$ cat src/rtl/scan_timing_pkg.sv
package scan_timing_pkg;
  localparam int unsigned FIELD_W = 16;
  localparam int unsigned DATA_W  = 2 * FIELD_W;
  localparam int unsigned ADDR_W  = 3;
  localparam int unsigned N_TREG  = 6;
  localparam logic [DATA_W-1:0] UNLOCK_KEY = 32'h0000_4758;

  localparam logic [ADDR_W-1:0] A_KEY  = 3'd0;
  localparam logic [ADDR_W-1:0] A_CTRL = 3'd1;
  localparam logic [ADDR_W-1:0] A_TIM0 = 3'd2;

  typedef struct packed {
    logic [FIELD_W-1:0] hi;
    logic [FIELD_W-1:0] lo;
  } span_t;

  typedef struct packed {
    span_t act;
    span_t blk;
    span_t syn;
  } axis_cfg_t;
endpackage

$ cat src/rtl/scan_regs.sv
module scan_regs
  import scan_timing_pkg::*;
(
  input  logic              clk,
  input  logic              rst_n,
  input  logic              wr_en,
  input  logic [ADDR_W-1:0] addr,
  input  logic [DATA_W-1:0] wdata,
  input  logic              frame_end,
  output logic [DATA_W-1:0] rdata,
  output logic              run,
  output axis_cfg_t         live_h,
  output axis_cfg_t         live_v
);
  logic unlocked_q, unlocked_d;
  logic run_d;
  span_t [N_TREG-1:0] pend_q;
  axis_cfg_t live_h_d, live_v_d;
  logic load;

  always_comb begin
    unlocked_d = unlocked_q;
    if (wr_en && addr == A_KEY) unlocked_d = (wdata == UNLOCK_KEY);
    run_d = run;
    if (wr_en && unlocked_q && addr == A_CTRL) run_d = wdata[0];
  end

  always_ff @(posedge clk or negedge rst_n) begin
    if (!rst_n) begin
      unlocked_q <= 1'b0;
      run        <= 1'b0;
    end else begin
      unlocked_q <= unlocked_d;
      run        <= run_d;
    end
  end

  genvar gi;
  generate
    for (gi = 0; gi < N_TREG; gi++) begin : g_pend
      localparam logic [ADDR_W-1:0] SLOT = A_TIM0 + ADDR_W'(gi);
      span_t pend_d;
      always_comb begin
        pend_d = pend_q[gi];
        if (wr_en && unlocked_q && addr == SLOT) pend_d = span_t'(wdata);
      end
      always_ff @(posedge clk or negedge rst_n) begin
        if (!rst_n) pend_q[gi] <= '0;
        else        pend_q[gi] <= pend_d;
      end
    end
  endgenerate

  // Live copy follows pending while stopped, otherwise only at frame end.
  always_comb begin
    load     = !run || frame_end;
    live_h_d = live_h;
    live_v_d = live_v;
    if (load) begin
      live_h_d = '{act: pend_q[0], blk: pend_q[1], syn: pend_q[2]};
      live_v_d = '{act: pend_q[3], blk: pend_q[4], syn: pend_q[5]};
    end
  end

  always_ff @(posedge clk or negedge rst_n) begin
    if (!rst_n) begin
      live_h <= '0;
      live_v <= '0;
    end else begin
      live_h <= live_h_d;
      live_v <= live_v_d;
    end
  end

  always_comb begin
    case (addr)
      3'd0:    rdata = {{(DATA_W-1){1'b0}}, unlocked_q};
      3'd1:    rdata = {{(DATA_W-1){1'b0}}, run};
      3'd2:    rdata = pend_q[0];
      3'd3:    rdata = pend_q[1];
      3'd4:    rdata = pend_q[2];
      3'd5:    rdata = pend_q[3];
      3'd6:    rdata = pend_q[4];
      default: rdata = pend_q[5];
    endcase
  end

  p_key_r2: assert property (@(posedge clk) disable iff (!rst_n)
    (wr_en && addr == A_KEY) |=> (unlocked_q == ($past(wdata) == UNLOCK_KEY)));

  p_locked_r3: assert property (@(posedge clk) disable iff (!rst_n)
    (wr_en && addr != A_KEY && !unlocked_q) |=> ($stable(pend_q) && $stable(run)));

  p_shadow_r10: assert property (@(posedge clk) disable iff (!rst_n)
    (run && !frame_end) |=> ($stable(live_h) && $stable(live_v)));
endmodule

$ cat src/rtl/scan_axis.sv
module scan_axis
  import scan_timing_pkg::*;
(
  input  logic               clk,
  input  logic               rst_n,
  input  logic               run,
  input  logic               step,
  input  axis_cfg_t          cfg,
  output logic [FIELD_W-1:0] count,
  output logic               wrap,
  output logic               in_active,
  output logic               in_blank,
  output logic               in_sync
);
  logic [FIELD_W-1:0] count_d;

  always_comb begin
    wrap = run && step && (count == cfg.act.hi);
    if (!run)      count_d = '0;
    else if (wrap) count_d = '0;
    else if (step) count_d = count + FIELD_W'(1);
    else           count_d = count;
  end

  always_ff @(posedge clk or negedge rst_n) begin
    if (!rst_n) count <= '0;
    else        count <= count_d;
  end

  always_comb begin
    in_active = (count <= cfg.act.lo);
    in_blank  = (count > cfg.blk.lo) && (count <= cfg.blk.hi);
    in_sync   = (count > cfg.syn.lo) && (count <= cfg.syn.hi);
  end

  p_hold_r5: assert property (@(posedge clk) disable iff (!rst_n)
    !run |=> (count == '0));

  p_wrap_r6: assert property (@(posedge clk) disable iff (!rst_n)
    (run && step && count == cfg.act.hi) |=> (count == '0));

  p_step_r6: assert property (@(posedge clk) disable iff (!rst_n)
    (run && step && count != cfg.act.hi) |=> (count == $past(count) + FIELD_W'(1)));
endmodule

$ cat src/rtl/scan_timing_gen.sv
module scan_timing_gen
  import scan_timing_pkg::*;
(
  input  logic              clk,
  input  logic              rst_n,
  input  logic              wr_en,
  input  logic [ADDR_W-1:0] addr,
  input  logic [DATA_W-1:0] wdata,
  output logic [DATA_W-1:0] rdata,
  output logic              hsync,
  output logic              vsync,
  output logic              blank,
  output logic              de,
  output logic [FIELD_W-1:0] pix_x,
  output logic [FIELD_W-1:0] pix_y
);
  localparam int unsigned N_AXIS = 2;

  logic [1:0] rst_sync;
  logic       rst_i_n;

  always_ff @(posedge clk or negedge rst_n) begin
    if (!rst_n) rst_sync <= 2'b00;
    else        rst_sync <= {rst_sync[0], 1'b1};
  end
  assign rst_i_n = rst_sync[1];

  logic      run;
  axis_cfg_t live_h, live_v;
  axis_cfg_t cfg_a [N_AXIS];
  logic [FIELD_W-1:0] cnt_a [N_AXIS];
  logic [N_AXIS-1:0] step_a, wrap_a, act_a, blk_a, syn_a;

  scan_regs u_regs (
    .clk       (clk),
    .rst_n     (rst_i_n),
    .wr_en     (wr_en),
    .addr      (addr),
    .wdata     (wdata),
    .frame_end (wrap_a[1]),
    .rdata     (rdata),
    .run       (run),
    .live_h    (live_h),
    .live_v    (live_v)
  );

  assign cfg_a[0]  = live_h;
  assign cfg_a[1]  = live_v;
  assign step_a[0] = 1'b1;
  assign step_a[1] = wrap_a[0];

  genvar ga;
  generate
    for (ga = 0; ga < N_AXIS; ga++) begin : g_axis
      scan_axis u_axis (
        .clk       (clk),
        .rst_n     (rst_i_n),
        .run       (run),
        .step      (step_a[ga]),
        .cfg       (cfg_a[ga]),
        .count     (cnt_a[ga]),
        .wrap      (wrap_a[ga]),
        .in_active (act_a[ga]),
        .in_blank  (blk_a[ga]),
        .in_sync   (syn_a[ga])
      );
    end
  endgenerate

  always_comb begin
    hsync = run && syn_a[0];
    vsync = run && syn_a[1];
    blank = !run || blk_a[0] || blk_a[1];
    de    = run && act_a[0] && act_a[1];
    pix_x = de ? cnt_a[0] : '0;
    pix_y = de ? cnt_a[1] : '0;
  end

  p_idle_r5: assert property (@(posedge clk) disable iff (!rst_i_n)
    !run |-> (blank && !hsync && !vsync && !de));
endmodule

$ cat config.mk
export PLATFORM = sky130hd
export DESIGN_NAME = scan_timing_gen
export DESIGN_NICKNAME = d
export VERILOG_FILES = /design/src/rtl/scan_timing_pkg.sv /design/src/rtl/scan_regs.sv /design/src/rtl/scan_axis.sv /design/src/rtl/scan_timing_gen.sv
export SDC_FILE = /design/constraint.sdc
export NUM_CORES = 1
export LEC_CHECK = 0
export ABC_AREA = 1
export BUFFER_PORTS_ARGS = -buffer_cell sky130_fd_sc_hd__buf_2
export CORE_AREA = 4 4 356 271
export DETAILED_ROUTE_END_ITERATION = 8
export DIE_AREA = 0 0 360 275
export GPL_TIMING_DRIVEN = 1
export PLACE_DENSITY_LB_ADDON = 0.12
export SLEW_MARGIN = 20
export SYNTH_ARGS = -nofsm -noshare
export SYNTH_HDL_FRONTEND = slang
export SYNTH_SLANG_ARGS = --single-unit
$ cat constraint.sdc
create_clock -name clk -period 15.29 [get_ports clk]
set_input_delay 0.7645 -clock clk [delete_from_list [all_inputs] [get_ports clk]]
set_output_delay 0.7645 -clock clk [all_outputs]
set_load 0.03 [all_outputs]
==> flow_summary.yaml, run 1 <==
worst_setup_path:
  r2r.worst_path.cells: 12
  critical_path_buf_inv_count: 2
  slowest_delay_ns: 0.79
  cp.required_ns: 14.53
  crit_path_top_delay_cell: "nand3_2"
  path_delay_family: "simple AND/OR/NAND/NOR gates"
  start_kind: "flop"
  cp_num_cells: 9
  crit_path_max_fanout: 33
  endpoint_kind: "primary output"
  path_cells: "buf_4 -> ha_1 -> nand4_1 -> nor3_1 -> nand3_1 -> nand2_1 -> nand3_2 -> nor2_1 -> buf_2"
  crit_arrival_ns: 3.95
  crit_type: "flop to primary output"
synthesis:
  yosysUniqueCellTypes: 38
  ys_seq_elements: 420
  syn_area_mm2: 0.0231
  synth_nets: 3113
  synth_warnings: 0
  ys_seq_area_frac: 0.456
  ys_top_cells_by_area: "dfrtp_1 46%, nand2_1 14%, ha_1 8.8%"
  postSynthAreaPerCell_um2: 7.92
  yosys.area.top_type_share: 0.456
  syn_inst: 2913
  synth_area_leader_cell: "dfrtp_1"
cts:
  clk_pin_slew_worst_paths_ns: 0.07
  cts_num_sinks: 420
  cts_buffers: 46
  clockBufferDepth: 3
  h-tree-depth: 2
  insertion_delay_ns: 0.61
  cts_resized: 0
  tritoncts: "done"
  cts-root-buf: "clkbuf_16"
layout:
  multiInputGateArea_mm2: 0.0102
  seqCellArea_mm2: 0.0105
  nets: 3184
  fillers: 10100
  final_cells: 4254
  drive_gt1_frac: 0.0819
  areaGrowthSynthToFinish_pct: 14.2
drt:
  vias: 19700
  dr.first_iter.drc_count: 1609
  viasPerCell: 4.63
  drcViolationCount: 0
  drtAntennaViolNets: 0
  wl_per_cell_um: 19.7
  wl_mm: 84.0
  dr.pass1.iters: 5
timing:
  skew_ns: 0.0185
  clock.fmax_mhz: 212
  worstMarginPinSlew_ns: 1.11
  finalSetupViolCount: 0
  hold_viol: 0
  min_period_over_period: 0.308
  setup_tns_ns: 0
  rsz0062_at_grt: "false"
  layout_min_cycle_time_ns: 4.71
  worst_slack_ns: 10.58
  maxSlewViolCount: 0
  maxSlewHeadroom: 0.258
die:
  core_area_mm2: 0.0927
  start_util: 0.249
  die_area_mm2: 0.0990
  fp.dieW_um: 360
  rows: 97
  die_y_um: 275
  io_pins: 106
place:
  io_buffers: 105
  place_ws_ns: 10.82
  dp_cells: 4171
  hpwl_mm: 59.9
  gp_congestion: 0.822
power:
  peakVddDrop_v: 0.0000687
  leakage_uw: 0.0139
  powerDensity_mw_per_mm2: 92.4
flow_run:
  cap_violations: 0
status:
  status: "complete, no violations"
global_routing:
  grt_pass1_wl_mm: 127
  first_global_vias: 19500
  track_usage: 0.168
  grt_max_degree: 170
  grt-ovfl-total: 0
  antenna_found_initial: 4
hold_path:
  holdCritPathClass: "flop to asynchronous set/reset pin"
final cells by class:
class | count | share of cell area
Antenna cell | 1 | 0.0000950
Clock buffer | 69 | 0.0539
Clock inverter | 11 | 0.00693
Inverter | 405 | 0.0577
Multi-Input combinational cell | 1955 | 0.388
Sequential cell | 420 | 0.399
Tap cell | 1237 | 0.0587
Timing Repair Buffer | 156 | 0.0358
metrics by stage:
stage	cell area, µm²	power [µW]	utilization	hold slack [ns]
after detailed placement	24700	1240	0.266	0.343
after floorplan	23100	1180	-	0.331
after global placement	24700	1230	0.266	0.338
after CTS	26300	2470	0.284	0.358
after global routing	26400	2530	0.284	0.360
final	26400	2440	0.284	0.343
cells in the mapped netlist, drive strengths merged:
cell type	number
nand4	45
nor2	168
xor2	20
clkbuf	81
nand3b	1
ha	162
a21o	2
o21bai	2
nor3b	3
a211oi	10
o22ai	32
a21boi	1
nor4	2
a22o	22
nor3	15
a31oi	3
xnor2	8
nand2	872
clkinv	1
a21oi	76
conb	1
o211ai	32
and3	3
buf	52
o21a	8
a221oi	1
inv	404
o21ai	232
nand3	234
dfrtp	420
flip-flops by register name, summed over array words and instances, names as in the netlist:
name,flops
rst_sync,2
u_regs.unlocked_q,1
g_axis.u_axis.count,32
u_regs.live_h,96
u_regs.run,1
u_regs.live_v,96
u_regs.pend_q,192
placed cells by master (no fill, tap or decap), drive strengths merged, types with 6 or more instances in the layout:
cell type,instances
a22o,22
dfrtp,420
o211ai,32
o22ai,32
o21a,8
nand3,234
a21oi,76
inv,404
buf,155
a211oi,10
xor2,20
nor2,168
nand2,872
nand4,45
clkinv,6
xnor2,8
o21ai,232
clkbuf,69
ha,162
nor3,15
worst register-to-register path: cells and delay by family, from the launching register on:
kind / cells / cell delay [ns]
buffers and inverters: 3 / 1.89
AO/OA/AOI/OAI: 1 / 0.62
flip-flops: 1 / 0.65
AND/OR/NAND/NOR: 8 / 1.17
layer usage:
| metal | track usage | share of wire | routed length, µm | up-vias |
|---|---|---|---|---|
| met3 | 0.0361 | 0.060 | 5030 | 79 |
| met5 | 0 | 0.00011 | 9 | - |
| li1 | - | - | - | 9517 |
| met2 | 0.246 | 0.41 | 34700 | 459 |
| met4 | 0.0306 | 0.015 | 1240 | 2 |
| met1 | 0.254 | 0.51 | 43100 | 9640 |
final timing paths:
| check | startpoint | to | slack (ns) |
|---|---|---|---|
| setup / recovery | g_axis[1].u_axis.count[11]$_DFFE_PN0P_ | pix_y[15] | 10.58 |
| hold / removal | rst_sync[1]$_DFF_PN0_ | u_regs.live_v[52]$_DFFE_PN0P_ | 0.34 |
| setup reg to reg | g_axis[1].u_axis.count[5]$_DFFE_PN0P_ | u_regs.live_h[11]$_DFFE_PN0P_ | 10.89 |
| hold reg to reg | rst_sync[1]$_DFF_PN0_ | u_regs.live_v[52]$_DFFE_PN0P_ | 0.34 |
| max in group asynchronous | rst_sync[1]$_DFF_PN0_ | u_regs.run$_DFFE_PN0P_ | 12.48 |
| min in group clk | rst_sync[0]$_DFF_PN0_ | rst_sync[1]$_DFF_PN0_ | 0.35 |
what timing repair did:
item / in CTS / in global routing
setup endpoints to repair: 0 / 0
hold buffers: 1 / 0
setup buffers: 0 / 0
hold endpoints to repair: 2 / 0
power breakdown:
group / internal, µW / switching [µW] / total, µW
clock network: 723 / 498 / 1220
logic: 18.9 / 81.7 / 101
registers: 1110 / 2.38 / 1110
total: 1850 / 582 / 2440
cell families (layout without fill, tap and decap cells):
kind of cell | Yosys count | after routing | synth area share
DFF | 420 | 420 | 0.456
buffers and inverters | 538 | 641 | 0.104
and+or+nand+nor | 1343 | 1343 | 0.238
adders and majority gates | 162 | 162 | 0.0878
other | 1 | 2 | 0.000163
AOI/OAI and AO/OA | 421 | 421 | 0.103
xor gates and xnor gates | 28 | 28 | 0.0106
Note: power is estimated with default switching activity, not from simulation.
==> run 2, diff against run 1 <==
Clock period 15.29 ns to 4.5 ns, I/O delays scaled along.
==> run 2 against run 1 <==
Utilization increased by 0.32 points; register-to-register slack lost 9.7 ns; sequential share of layout area decreased by 0.45 points; first-iteration DRC count decreased by 1.4%; critical path depth up 2; final cell count up 0.75%; die area did not move; combinational power grew to 3.6 times the previous value; wire length rose by 1.9%; setup slack got worse by 10 ns; non-clock buffer count increased by 34; largest cell class unchanged.
==> flow_summary.yaml, run 2 (synthesis results as in run 1) <==
global_routing:
  track_usage: 0.172
  grt-ovfl-total: 0
  antenna_found_initial: 4
  grt_pass1_wl_mm: 130
  grt_max_degree: 88
  first_global_vias: 19800
die:
  core_area_mm2: 0.0927
  fp.dieW_um: 360
  rows: 97
  io_pins: 106
  start_util: 0.249
  die_y_um: 275
  die_area_mm2: 0.0990
worst_setup_path:
  rr_startpoint: "u_regs.run$_DFFE_PN0P_"
  r2r.worst_path.cells: 10
  cp.required_ns: 4.28
  crit_arrival_ns: 3.94
  slowest_delay_ns: 0.77
  crit_type: "flop to primary output"
  cp_num_cells: 11
  crit_end: "pix_x[5]"
  path_common_cell: "nand2_1"
  r2r-end: "u_regs.live_h[43]$_DFFE_PN0P_"
  crit_path_top_delay_cell: "dfrtp_1"
  r2r_slack_ns: 1.16
  start_kind: "flop"
  critical_path_buf_inv_count: 2
  setup.worst_path.start: "g_axis[1].u_axis.count[7]$_DFFE_PN0P_"
  path_delay_family: "simple AND/OR/NAND/NOR gates"
  crit_path_max_fanout: 18
  endpoint_kind: "primary output"
  path_cells: "ha_1 -> a21o_1 -> nor2_1 -> nand2_1 -> nand2_1 -> nand2_1 -> nand2_1 -> nand3_2 -> buf_4 -> nor2_1 -> buf_2"
cts:
  cts_resized: 0
  cts_buffers: 47
  insertion_delay_ns: 0.61
  tritoncts: "done"
  clk_pin_slew_worst_paths_ns: 0.07
  cts_setup_buffers: 0
  cts_num_sinks: 420
  cts-root-buf: "clkbuf_16"
  h-tree-depth: 2
  clockBufferDepth: 3
drt:
  wl_per_cell_um: 20.0
  dr.pass1.iters: 6
  wl_mm: 85.6
  drtAntennaViolNets: 0
  vias: 19800
  viasPerCell: 4.63
  drcViolationCount: 0
  dr.first_iter.drc_count: 1587
place:
  dp_cells: 4172
  io_buffers: 105
  gp_congestion: 0.879
  hpwl_mm: 62.6
layout:
  largest_reg_flops: 192
  seqCellArea_mm2: 0.0105
  final_common_cell: "nand2_1"
  layout_common_cells: "867 x nand2_1, 418 x dfrtp_1, 398 x inv_1"
  regMostFlops: "u_regs.pend_q"
  nets: 3219
  drive_gt1_frac: 0.0791
  fillers: 10100
  largest_registers: "u_regs.pend_q: 192 flops, u_regs.live_h: 96 flops, u_regs.live_v: 96 flops"
  areaGrowthSynthToFinish_pct: 15.5
  final_cells: 4286
  multiInputGateArea_mm2: 0.0102
flow_run:
  cap_violations: 0
power:
  powerDensity_mw_per_mm2: 305
  peakVddDrop_v: 0.000231
  leakage_uw: 0.0140
timing:
  layout_min_cycle_time_ns: 4.17
  finalSetupViolCount: 0
  maxSlewHeadroom: 0.270
  clock.fmax_mhz: 240
  min_period_over_period: 0.926
  maxSlewViolCount: 0
  hold_viol: 0
  worstMarginPinSlew_ns: 1.09
  skew_ns: 0.0308
  rsz0062_at_grt: "false"
  setup_tns_ns: 0
hold_path:
  hp-start: "addr[1]"
  holdCritPathClass: "primary input to flop"
status:
  status: "complete, no violations"
## run 2: power by group
| group | internal, µW | leakage (µW) | switching (µW) |
|---|---|---|---|
| combinational | 86.6 | 0.00842 | 277 |
| clock | 2290 | 0.000727 | 1690 |
| sequential | 3780 | 0.00486 | 10.9 |
## run 2: cell type report
class                           count  area share
Sequential cell                   420       0.395
Antenna cell                        1   0.0000939
Clock inverter                     13     0.00775
Tap cell                         1237      0.0581
Multi-Input combinational cell   1955       0.384
Inverter                          405      0.0570
Timing Repair Buffer              190      0.0502
Clock buffer                       65      0.0485
## run 2: through the flow
step                      utilization  cell area, µm²  hold slack (ns)  power (µW)  setup WS, ns
after floorplan                     -           23100          -0.0706        4020         0.381
after global placement          0.267           24800           0.0113        4200         0.851
after detailed placement        0.267           24800           0.0127        4200         0.899
after CTS                       0.287           26600           0.0516        8260         0.215
after global routing            0.287           26600            0.119        8430        0.0618
final                           0.287           26700            0.126        8130         0.331
## run 2: per-layer routing
layer,global-route usage,up-vias,part of all wire
li1,-,9578,-
met1,0.266,9680,0.52
met2,0.247,484,0.41
met3,0.0274,102,0.053
met4,0.0381,0,0.019
met5,0,-,0
## run 2: how the worst min path moves through the flow
stage	end	slack, ns	cells past startpoint
after global routing	u_regs.run$_DFFE_PN0P_	0.12	4
after floorplan	rst_sync[0]$_DFF_PN0_	-0.07	0
after detailed placement	rst_sync[0]$_DFF_PN0_	0.01	1
after global placement	rst_sync[0]$_DFF_PN0_	0.01	1
final	u_regs.unlocked_q$_DFFE_PN0P_	0.13	4
after CTS	u_regs.unlocked_q$_DFFE_PN0P_	0.05	4
## run 2: what timing repair did
action,4_1_cts,5_1_grt
hold endpoints to repair,121,0
endpoints found under the setup margin,0,0
hold buffers,35,0
## run 2: worst register-to-register path, delay by kind of cell, from the launching register on
family / cells / cell delay [ns]
AO/OA/AOI/OAI: 1 / 0.22
buffers and inverters: 2 / 0.81
AND/OR/NAND/NOR: 7 / 1.38
flip-flops: 1 / 0.80
